## src/rtl/tw_slave_pkg.sv

```systemverilog
package tw_slave_pkg;

    typedef enum logic [2:0] {
        S_IDLE,
        S_RX,
        S_ACK,
        S_TX,
        S_MACK
    } tw_state_e;

    typedef enum logic [1:0] {
        P_CTRL,
        P_WADDR,
        P_WDATA
    } tw_phase_e;

    localparam logic [3:0] CTRL_CODE = 4'b1010;
    localparam int         BYTE_W    = 8;

endpackage

```

## src/rtl/tw_line_sync.sv

```systemverilog
module tw_line_sync #(
    parameter int LINES  = 2,
    parameter int STAGES = 2
) (
    input  logic             clk,
    input  logic             rst_n,
    input  logic [LINES-1:0] din,
    output logic [LINES-1:0] lvl,
    output logic [LINES-1:0] prv
);
    localparam int DEPTH = STAGES + 1;

    for (genvar g = 0; g < LINES; g++) begin : g_line
        logic [DEPTH-1:0] pipe_d, pipe_q;

        always_comb begin
            pipe_d = {pipe_q[DEPTH-2:0], din[g]};
        end

        always_ff @(posedge clk or negedge rst_n) begin
            if (!rst_n) pipe_q <= '1;
            else        pipe_q <= pipe_d;
        end

        assign lvl[g] = pipe_q[STAGES-1];
        assign prv[g] = pipe_q[STAGES];
    end

endmodule

```

## src/rtl/tw_cond_detect.sv

```systemverilog
module tw_cond_detect (
    input  logic scl_lvl,
    input  logic scl_prv,
    input  logic sda_lvl,
    input  logic sda_prv,
    output logic start_det,
    output logic stop_det,
    output logic scl_rise,
    output logic scl_fall
);
    logic scl_held_high;

    always_comb begin
        scl_held_high = scl_lvl & scl_prv;
        start_det     = scl_held_high &  sda_prv & ~sda_lvl;
        stop_det      = scl_held_high & ~sda_prv &  sda_lvl;
        scl_rise      = scl_lvl & ~scl_prv;
        scl_fall      = ~scl_lvl & scl_prv;
    end

endmodule

```

## src/rtl/tw_addr_ptr.sv

```systemverilog
module tw_addr_ptr #(
    parameter int ADDR_W = 7,
    parameter int PAGE_W = 3
) (
    input  logic              clk,
    input  logic              rst_n,
    input  logic              load,
    input  logic [ADDR_W-1:0] load_val,
    input  logic              inc_rd,
    input  logic              inc_wr,
    output logic [ADDR_W-1:0] ptr
);
    localparam int HI_W = ADDR_W - PAGE_W;

    logic [ADDR_W-1:0] ptr_d, ptr_q;

    always_comb begin
        ptr_d = ptr_q;
        if (load) begin
            ptr_d = load_val;
        end else if (inc_wr) begin
            ptr_d = {ptr_q[ADDR_W-1:PAGE_W], ptr_q[PAGE_W-1:0] + {{(PAGE_W-1){1'b0}}, 1'b1}};
        end else if (inc_rd) begin
            ptr_d = ptr_q + {{(ADDR_W-1){1'b0}}, 1'b1};
        end
    end

    always_ff @(posedge clk or negedge rst_n) begin
        if (!rst_n) ptr_q <= '0;
        else        ptr_q <= ptr_d;
    end

    assign ptr = ptr_q;


    rd_wrap_chk: assert property (@(posedge clk) disable iff (!rst_n)
        (inc_rd && !load && !inc_wr && ptr_q == {ADDR_W{1'b1}}) |=> (ptr_q == '0));


    page_hold_chk: assert property (@(posedge clk) disable iff (!rst_n)
        (inc_wr && !load) |=> (ptr_q[ADDR_W-1:PAGE_W] == $past(ptr_q[ADDR_W-1:PAGE_W])));

    logic [HI_W-1:0] unused_hi;
    assign unused_hi = ptr_q[ADDR_W-1:PAGE_W];

endmodule

```

## src/rtl/tw_eeprom_slave.sv

```systemverilog
module tw_eeprom_slave
    import tw_slave_pkg::*;
#(
    parameter int ADDR_W      = 7,
    parameter int PAGE_W      = 3,
    parameter int SYNC_STAGES = 2
) (
    input  logic              clk,
    input  logic              rst_n,
    input  logic              scl_in,
    input  logic              sda_in,
    output logic              sda_oe,
    input  logic              wr_allow,
    output logic [ADDR_W-1:0] mem_raddr,
    input  logic [7:0]        mem_rdata,
    input  logic              pb_busy,
    output logic              pb_wr_valid,
    output logic [ADDR_W-1:0] pb_wr_addr,
    output logic [7:0]        pb_wr_data,
    output logic              pb_commit,
    output logic              pb_drop
);
    localparam int CNT_W = $clog2(BYTE_W + 1);
    localparam logic [CNT_W-1:0] LAST_BIT  = CNT_W'(BYTE_W - 1);
    localparam logic [CNT_W-1:0] FULL_BYTE = CNT_W'(BYTE_W);

    typedef struct packed {
        tw_state_e         st;
        tw_phase_e         ph;
        logic [CNT_W-1:0]  cnt;
        logic [7:0]        sh;
        logic              rw;
        logic              oe;
        logic              pend;
        logic              mack;
        logic              wr_v;
        logic [ADDR_W-1:0] wr_a;
        logic [7:0]        wr_d;
        logic              commit;
        logic              drop;
    } ctl_t;

    ctl_t ctl_d, ctl_q;

    logic [1:0] line_lvl, line_prv;
    logic scl_lvl, sda_lvl;
    logic start_det, stop_det, scl_rise, scl_fall;
    logic ptr_ld, ptr_inc_rd, ptr_inc_wr;
    logic [ADDR_W-1:0] ptr_ld_val, ptr;

    tw_line_sync #(.LINES(2), .STAGES(SYNC_STAGES)) u_sync (
        .clk  (clk),
        .rst_n(rst_n),
        .din  ({sda_in, scl_in}),
        .lvl  (line_lvl),
        .prv  (line_prv)
    );

    assign scl_lvl = line_lvl[0];
    assign sda_lvl = line_lvl[1];

    tw_cond_detect u_cond (
        .scl_lvl  (line_lvl[0]),
        .scl_prv  (line_prv[0]),
        .sda_lvl  (line_lvl[1]),
        .sda_prv  (line_prv[1]),
        .start_det(start_det),
        .stop_det (stop_det),
        .scl_rise (scl_rise),
        .scl_fall (scl_fall)
    );

    tw_addr_ptr #(.ADDR_W(ADDR_W), .PAGE_W(PAGE_W)) u_ptr (
        .clk     (clk),
        .rst_n   (rst_n),
        .load    (ptr_ld),
        .load_val(ptr_ld_val),
        .inc_rd  (ptr_inc_rd),
        .inc_wr  (ptr_inc_wr),
        .ptr     (ptr)
    );

    always_comb begin
        ctl_d        = ctl_q;
        ctl_d.wr_v   = 1'b0;
        ctl_d.commit = 1'b0;
        ctl_d.drop   = 1'b0;
        ptr_ld       = 1'b0;
        ptr_ld_val   = ctl_q.sh[ADDR_W-1:0];
        ptr_inc_rd   = 1'b0;
        ptr_inc_wr   = 1'b0;

        if (start_det) begin
            ctl_d.st   = S_RX;
            ctl_d.ph   = P_CTRL;
            ctl_d.cnt  = '0;
            ctl_d.oe   = 1'b0;
            ctl_d.drop = ctl_q.pend;
            ctl_d.pend = 1'b0;
        end else if (stop_det) begin
            ctl_d.st     = S_IDLE;
            ctl_d.oe     = 1'b0;
            ctl_d.commit = ctl_q.pend;
            ctl_d.pend   = 1'b0;
        end else begin
            unique case (ctl_q.st)
                S_IDLE: ;
                S_RX: begin
                    if (scl_rise && ctl_q.cnt < FULL_BYTE) begin
                        ctl_d.sh  = {ctl_q.sh[6:0], sda_lvl};
                        ctl_d.cnt = ctl_q.cnt + 1'b1;
                    end else if (scl_fall && ctl_q.cnt == FULL_BYTE) begin
                        if (pb_busy) begin
                            ctl_d.st = S_IDLE;
                        end else begin
                            unique case (ctl_q.ph)
                                P_CTRL: begin
                                    if (ctl_q.sh[7:4] == CTRL_CODE) begin
                                        ctl_d.rw = ctl_q.sh[0];
                                        ctl_d.oe = 1'b1;
                                        ctl_d.st = S_ACK;
                                    end else begin
                                        ctl_d.st = S_IDLE;
                                    end
                                end
                                P_WADDR: begin
                                    ptr_ld   = 1'b1;
                                    ctl_d.oe = 1'b1;
                                    ctl_d.st = S_ACK;
                                end
                                default: begin
                                    ctl_d.oe = 1'b1;
                                    ctl_d.st = S_ACK;
                                    if (wr_allow) begin
                                        ctl_d.wr_v = 1'b1;
                                        ctl_d.wr_a = ptr;
                                        ctl_d.wr_d = ctl_q.sh;
                                        ctl_d.pend = 1'b1;
                                        ptr_inc_wr = 1'b1;
                                    end
                                end
                            endcase
                        end
                    end
                end
                S_ACK: begin
                    if (scl_fall) begin
                        ctl_d.cnt = '0;
                        if (ctl_q.ph == P_CTRL && ctl_q.rw) begin
                            ctl_d.st   = S_TX;
                            ctl_d.sh   = mem_rdata;
                            ctl_d.oe   = ~mem_rdata[7];
                            ptr_inc_rd = 1'b1;
                        end else begin
                            ctl_d.st = S_RX;
                            ctl_d.oe = 1'b0;
                            ctl_d.ph = (ctl_q.ph == P_CTRL) ? P_WADDR : P_WDATA;
                        end
                    end
                end
                S_TX: begin
                    if (scl_fall) begin
                        if (ctl_q.cnt == LAST_BIT) begin
                            ctl_d.oe = 1'b0;
                            ctl_d.st = S_MACK;
                        end else begin
                            ctl_d.sh  = {ctl_q.sh[6:0], 1'b0};
                            ctl_d.oe  = ~ctl_q.sh[6];
                            ctl_d.cnt = ctl_q.cnt + 1'b1;
                        end
                    end
                end
                S_MACK: begin
                    if (scl_rise) begin
                        ctl_d.mack = ~sda_lvl;
                    end else if (scl_fall) begin
                        ctl_d.cnt = '0;
                        if (ctl_q.mack) begin
                            ctl_d.st   = S_TX;
                            ctl_d.sh   = mem_rdata;
                            ctl_d.oe   = ~mem_rdata[7];
                            ptr_inc_rd = 1'b1;
                        end else begin
                            ctl_d.st = S_IDLE;
                        end
                    end
                end
                default: ctl_d.st = S_IDLE;
            endcase
        end
    end

    always_ff @(posedge clk or negedge rst_n) begin
        if (!rst_n) begin
            ctl_q    <= '0;
            ctl_q.st <= S_IDLE;
            ctl_q.ph <= P_CTRL;
        end else begin
            ctl_q <= ctl_d;
        end
    end

    assign sda_oe      = ctl_q.oe;
    assign mem_raddr   = ptr;
    assign pb_wr_valid = ctl_q.wr_v;
    assign pb_wr_addr  = ctl_q.wr_a;
    assign pb_wr_data  = ctl_q.wr_d;
    assign pb_commit   = ctl_q.commit;
    assign pb_drop     = ctl_q.drop;


    oe_scl_low_chk: assert property (@(posedge clk) disable iff (!rst_n)
        !$stable(ctl_q.oe) |-> !scl_lvl);


    busy_nack_chk: assert property (@(posedge clk) disable iff (!rst_n)
        (ctl_q.st == S_ACK && $rose(ctl_q.oe)) |-> !$past(pb_busy));


    stop_release_chk: assert property (@(posedge clk) disable iff (!rst_n)
        stop_det |=> !ctl_q.oe);


    commit_pulse_chk: assert property (@(posedge clk) disable iff (!rst_n)
        ctl_q.commit |=> !ctl_q.commit);


    bad_code_chk: assert property (@(posedge clk) disable iff (!rst_n)
        (!start_det && !stop_det && ctl_q.st == S_RX && ctl_q.ph == P_CTRL &&
         scl_fall && ctl_q.cnt == FULL_BYTE && ctl_q.sh[7:4] != CTRL_CODE) |=> !ctl_q.oe);


    drop_no_commit_chk: assert property (@(posedge clk) disable iff (!rst_n)
        ctl_q.drop |-> !ctl_q.commit);

endmodule

```

## config.mk

```make
export PLATFORM = sky130hd
export DESIGN_NAME = tw_eeprom_slave
export DESIGN_NICKNAME = d
export VERILOG_FILES = /design/src/rtl/tw_slave_pkg.sv /design/src/rtl/tw_line_sync.sv /design/src/rtl/tw_cond_detect.sv /design/src/rtl/tw_addr_ptr.sv /design/src/rtl/tw_eeprom_slave.sv
export SDC_FILE = /design/constraint.sdc
export NUM_CORES = 1
export LEC_CHECK = 0
export BUFFER_PORTS_ARGS = -buffer_cell sky130_fd_sc_hd__buf_2
export CORE_MARGIN = 2
export CORE_UTILIZATION = 57
export CTS_BUF_LIST = sky130_fd_sc_hd__clkbuf_8 sky130_fd_sc_hd__clkbuf_16
export DETAILED_ROUTE_END_ITERATION = 10
export GPL_TIMING_DRIVEN = 0
export HOLD_SLACK_MARGIN = 0.03
export PLACE_DENSITY = 0.78
export SLEW_MARGIN = 20
export SYNTH_ARGS = -nofsm -noshare
export SYNTH_HDL_FRONTEND = slang
export SYNTH_HIERARCHICAL = 1
export SYNTH_SLANG_ARGS = --single-unit
```

## constraint.sdc

```tcl
create_clock -name clk -period 3 [get_ports clk]
set_input_delay 0.15 -clock clk [delete_from_list [all_inputs] [get_ports clk]]
set_output_delay 0.15 -clock clk [all_outputs]
set_load 0.03 [all_outputs]
```

======== Word level (Yosys, flattened, before mapping) ========
Cells that the tools add are included.
word-level totals
  bits in registers ....................... 52
cells by class
  add/subtract/negate cells ............... 3
  order comparisons ....................... 1
  equal/unequal tests ..................... 39
  multiplexer cells ....................... 83
  bitwise logic cells ..................... 18
  reduce and logical (&&, ||, !) cells .... 26
operators by type and width
  cell                                                            number
  16-bit two-way mux                                              7
  12-bit two-way mux                                              5
  12-bit case mux with 4 select lines                             1
  1-bit two-way mux                                               37
  3-bit two-way mux                                               12
  4-bit != test (second input constant)                           9
  17-bit two-way mux                                              2
  8-bit AND reduction                                             4
  3-bit != test (second input constant)                           8
  2-bit != test (second input constant)                           11
  7-bit two-way mux                                               3
  2-bit two-way mux                                               9
  8-bit two-way mux                                               2
  15-bit two-way mux                                              1
  3-bit case mux with 5 select lines                              1
  3-bit nonzero test                                              4
  1-bit inverter                                                  11
  11-bit AND reduction                                            1
  10-bit AND reduction                                            1
  9-bit two-way mux                                               1
  4-bit == test (second input constant)                           2
  4-bit AND reduction                                             2
  7-bit by 1-bit adder with 7-bit output (second input constant)  1
  1-bit AND                                                       7
  other kinds (22)                                                28

======== Logic depth before layout (Yosys ltp) ========
  word-level depth ........................ 11
  mapped depth ............................ 10

======== Hierarchy ========
Netlist, hierarchy kept.
by module, submodules not included
  module           instances  cells an instance  area each (sq um)  sequential area each (sq um)
  tw_eeprom_slave  1          193                2217.1             975.9
  tw_addr_ptr      1          47                 414.1              175.2
  tw_line_sync     1          10                 187.7              157.7
  tw_cond_detect   1          4                  32.5               0.0

======== Worst setup path after synthesis ========
Ideal clock, no wire load.
  path type ............................... flip-flop to flip-flop
  start ................................... register u_sync.g_line[0].pipe_q[2]
  end ..................................... register u_ptr.ptr_q[3] (netlist: u_ptr/ptr[3])
  arrival time ............................ 2.517 ns
  data required time ...................... 2.930 ns
  setup slack ............................. 0.414 ns
  cell stages (with the launch flop) ...... 11
  path buffers ............................ 3
  clock period less this slack ............ 2.586 ns
  cells stage by stage .................... dfstp_2 buf_4 nor2b_1 nand4b_1 nor4_4 and3_1 buf_6 buf_12 and3b_2 a311o_1 nand3_1
between the ends
  word-level cells in the longest chain between the ends .. 9
  elaborated cells on any way between the ends .. 30
  classes of those cells .................. eq/ne (1); mux (17); bitwise (8); reduce/logical (4)
ends and longest elaborated chain
  what                                                                         line                    RTL
  start: declaration                                                           tw_line_sync.sv:14      logic [DEPTH-1:0] pipe_d, pipe_q;
  start signal: assignment                                                     tw_line_sync.sv:22      else pipe_q <= pipe_d;
  1-bit AND *                                                                  tw_cond_detect.sv:18    scl_fall = ~scl_lvl & scl_prv;
  net scl_fall                                                                 tw_eeprom_slave.sv:47   logic start_det, stop_det, scl_rise, scl_fall;
  1-bit logical AND                                                            tw_eeprom_slave.sv:112  end else if (scl_fall && ctl_q.cnt == FULL_BYTE) begin
  1-bit two-way mux                                                            tw_eeprom_slave.sv:112
  1-bit two-way mux                                                            tw_eeprom_slave.sv:109  if (scl_rise && ctl_q.cnt < FULL_BYTE) begin
  1-bit two-way mux                                                            tw_eeprom_slave.sv:106  unique case (ctl_q.st)
  1-bit two-way mux                                                            tw_eeprom_slave.sv:100  end else if (stop_det) begin
  1-bit two-way mux                                                            tw_eeprom_slave.sv:93   if (start_det) begin
  2-bit != test (no source line) / 2-bit nonzero test (equally long branches)  -
  2-bit AND reduction (no source line)                                         -
  end signal: assignment                                                       tw_addr_ptr.sv:30       else ptr_q <= ptr_d;
  end: declaration                                                             tw_addr_ptr.sv:15       logic [ADDR_W-1:0] ptr_d, ptr_q;
Mark *: on every way through the listed nets, which the timed path passes. The rest lies on a longest branch.
A chain may end at the register's enable or synchronous reset.

======== Final worst setup path ========
  start ................................... register u_sync.g_line[1].pipe_q[1]
  end ..................................... register u_ptr.ptr_q[6] (netlist: u_ptr/ptr[6])
between the ends
  word-level cells in the longest chain between the ends .. 5
  elaborated cells on any way between the ends .. 13
  classes of those cells .................. eq/ne (1); mux (7); bitwise (3); reduce/logical (2)
ends and longest elaborated chain
  what                                  line                   RTL
  start: declaration                    tw_line_sync.sv:14
  start signal: assignment              tw_line_sync.sv:22
  1-bit inverter                        tw_cond_detect.sv:15   start_det = scl_held_high & sda_prv & ~sda_lvl;
  1-bit AND                             tw_cond_detect.sv:15
  net start_det                         tw_eeprom_slave.sv:47
  1-bit two-way mux                     tw_eeprom_slave.sv:93
  net ptr_inc_rd                        tw_eeprom_slave.sv:48  logic ptr_ld, ptr_inc_rd, ptr_inc_wr;
  2-bit nonzero test (no source line)   -
  2-bit AND reduction (no source line)  -
The timed path passes the listed nets, and every way through them passes these cells.

==> impl_metrics.toml <==
[die]
die_height_um = 74.7
rows = 25
ios = 40
die-area_um2 = 5580
die_w_um = 74.7
core_area_um2 = 4790
initial_core_util_pct = 59.6

[timing]
hold_viol = 0
final_max_slew_viol_count = 0
setup_tns_ns = 0
slew_headroom_pct = 57.6
period_needed_ns = 2.88
tightest_slew_ns = 0.636
rsz0062_at_grt = "false"
skew_ns = 0.00851
fin_crit_sh_pct = 96.1
hold_ws_ns = 0.196
clock.fmax_mhz = 347
setup_violations = 0

[finish]
final_common_cell = "dfrtp_1"
area_delta_synth_final_pct = 14.1
final_net_count = 320
fin_util_pct = 68.0
num_antenna_cells = 0
drive_above_1_share_pct = 38.2
fin_cells = 371
layout_common_cells = "46 x dfrtp_1, 43 x buf_2, 23 x mux2_2, 21 x buf_4, 15 x nand2_1"

[yosys]
async_flop_share_pct = 100
ys_types = 53
synth_xor_area_share_pct = 0.921
mappedNetlistNets = 271
avgSynthCellArea_um2 = 11.2
synthCells = 254
synth-simple-area-share_pct = 18.6
synth_edf_count = 0
synth_seq_cells = 52
synth_top_family_by_area = "simple AND/OR/NAND/NOR gates"
synthFlopType = "dfrtp_1"
synth_warnings = 6
synth.mux.area_fraction_pct = 14.3
synth-compound-area-share_pct = 10.5
syn_area_um2 = 2850
ys_seq_area_share_pct = 45.9
yosys.area_share.adder_pct = 1.32

[worst_hold_path]
worstHoldPathType = "input pin to flip-flop"
hold_depth = 3

[placed_design]
gpl.final_weighted_congestion = 0.927
placedCellCount = 360
dp_hpwl_um = 4100
port_buffers = 39

[routing]
drtPass1Iterations = 4
drt_iter0_drc = 142
wl_per_cell_um = 15.4
vias = 2078
post_drt_via_cell_ratio = 5.60
drc = 0
postRouteAntennaNets = 0
routed_wl_um = 5730

[global_routing]
grt_max_degree = 53
grt_pass1_vias = 1977
grt.total_usage_pct = 22.6
grt_pass1_wl_um = 9500
grt_overflow = 0
grt_antenna_before_repair = 0

[power]
p_comb_share_pct = 35.5
power_frac_seq_pct = 45.6
p_per_area_nw_per_um2 = 643
p_int_mw = 1.33
power_switching_mw = 0.760
ir_drop_mv = 0.429
power.share.switching_pct = 36.3
p_leak_nw = 1.60
power_frac_clock_pct = 18.9

[clock_network]
clk_pin_slew_ns = 0.10
clock_sinks = 52
clockBufferDepth = 2
htree_levels = 2
clock_latency_ns = 0.31
cts_tree = "yes"
cts_buffers = 5
cts.root.buffer_cell = "clkbuf_8"

[flow_run]
maxCapViolations = 0

[worst_setup_path]
startpoint_type = "flip-flop"
crit_required_ns = 3.25
path_class = "flip-flop to flip-flop"
cp.depth = 9
path_max_fanout = 10
crit_slowest_cell = "dfstp_2"
cpLargestDelayFamily = "simple AND/OR/NAND/NOR gates"
cp-end-kind = "flip-flop"
arrival_ns = 3.13
r2r_cells = 9
cp_slowest_stage_delay_ns = 0.55
worst-path-buf-inv = 2
path_cells = "buf_4, and4b_1, clkbuf_1, nor2_1, nand2_1, a21oi_1, nand4b_1, or4_1, nand3_1"

[status]
status = "finished, final reports clean"
==> worst paths after layout <==
path | start | endpoint | slack (ns)
min in group asynchronous | rst_n | ctl_q[18] | 0.40
max in group asynchronous | rst_n | ctl_q[38] | 2.17
min reg2reg | u_sync/g_line[1].pipe_q[0] | u_sync/g_line[1].pipe_q[1] | 0.36
max | u_sync/g_line[1].pipe_q[1] | u_ptr/ptr[6] | 0.12
min | mem_rdata[3] | ctl_q[25] | 0.20
max reg2reg | u_sync/g_line[1].pipe_q[1] | u_ptr/ptr[6] | 0.12
==> cell usage after synthesis (2+ instances only) <==
master     count  area share [%]
dfrtp_1       46              40
mux2_2        23             9.1
buf_4         20             5.3
nand2_1       15             2.0
o21ai_0       11             1.9
nor2_1        10             1.3
a21oi_1        9             1.6
mux2_4         8             4.2
inv_1          7            0.92
nand3_1        7             1.2
nor2b_1        7             1.5
dfstp_2        6             5.5
buf_2          5            0.88
nand2b_1       5             1.1
nand4_1        5             1.1
nand3b_1       4             1.1
and3b_1        3            0.92
ha_1           3             1.3
mux2i_1        3             1.1
nand4b_1       3            0.92
nand4bb_1      3             1.2
nor3_1         3            0.53
xor2_1         3            0.92
a211oi_1       2            0.53
a21o_1         2            0.53
a22oi_1        2            0.53
a311o_1        2            0.70
a32o_1         2            0.70
a32oi_1        2            0.61
and3_1         2            0.44
and4_1         2            0.61
and4b_1        2            0.70
clkbuf_1       2            0.26
nor3b_1        2            0.53
o211ai_1       2            0.53
o311a_1        2            0.70
o31ai_1        2            0.53
or4_1          2            0.53
==> through the flow <==
stage,setup WS [ns],instance area [um^2],power [mW]
finish,0.117,3250,2.09
global route,0.0110,3250,2.24
CTS,0.0430,3250,2.10
detailed placement,0.0508,3130,1.69
global placement,0.0611,3130,1.67
floorplan,0.414,2850,1.50
==> worst register-to-register path: stages, from the launching register on <==
cell	delay, ns
dfstp_2	0.55
buf_4	0.12
and4b_1	0.20
clkbuf_1	0.25
nor2_1	0.51
nand2_1	0.10
a21oi_1	0.29
nand4b_1	0.23
or4_1	0.51
nand3_1	0.09
==> sequential cells by signal, indices dropped and copies added (netlist names) <==
signal,cells
ctl_q,20
pb_commit,1
pb_drop,1
pb_wr_addr,7
pb_wr_data,8
pb_wr_valid,1
sda_oe,1
u_ptr/ptr,7
u_sync/g_line.pipe_q,6
==> layer usage <==
layer,share of wire (%),track usage (%),vias to the layer above
li1,-,-,1008
met1,47,33.2,998
met2,45,33.7,62
met3,6.0,4.82,10
met4,1.5,7.34,0
met5,0,0,-
==> power by group through the flow <==
| stage | combinational, mW | clock [mW] | sequential [mW] |
|---|---|---|---|
| 6_report | 0.743 | 0.396 | 0.953 |
| 5_1_grt | 0.829 | 0.433 | 0.973 |
| 4_1_cts | 0.738 | 0.409 | 0.950 |
| 3_5_place_dp | 0.729 | 0 | 0.965 |
| 3_3_place_gp | 0.715 | 0 | 0.957 |
| 2_1_floorplan | 0.574 | 0 | 0.922 |
==> kinds of logic (layout without fill, tap and decap cells) <==
kind of cell               after synthesis  in the layout
DFF                                     52             52
xor gates and xnor gates                 3              3
adders and majority gates                3              3
buffers and inverters                   36             86
and+or+nand+nor                         83             83
AOI/OAI and AO/OA                       43             43
muxes                                   34             34
==> cell type report <==
class | instances | area [um^2]
multi-input cells | 166 | 1310
clock inverters | 3 | 20.0
fillers | 401 | 1530
repair buffers | 42 | 228
inverters | 7 | 26.3
flip-flops and latches | 52 | 1310
well taps | 67 | 83.8
plain buffers | 29 | 214
clock buffers | 5 | 68.8
==> timing repair <==
| item | 4_1_cts | 5_1_grt |
|---|---|---|
| hold buffers | 3 | 0 |
| resized for setup | 0 | 1 |
| buffers inserted | 0 | 0 |
| setup endpoints to repair | 0 | 1 |
| endpoints found under the hold margin | 48 | 0 |
(Power assumes the default switching activity.)
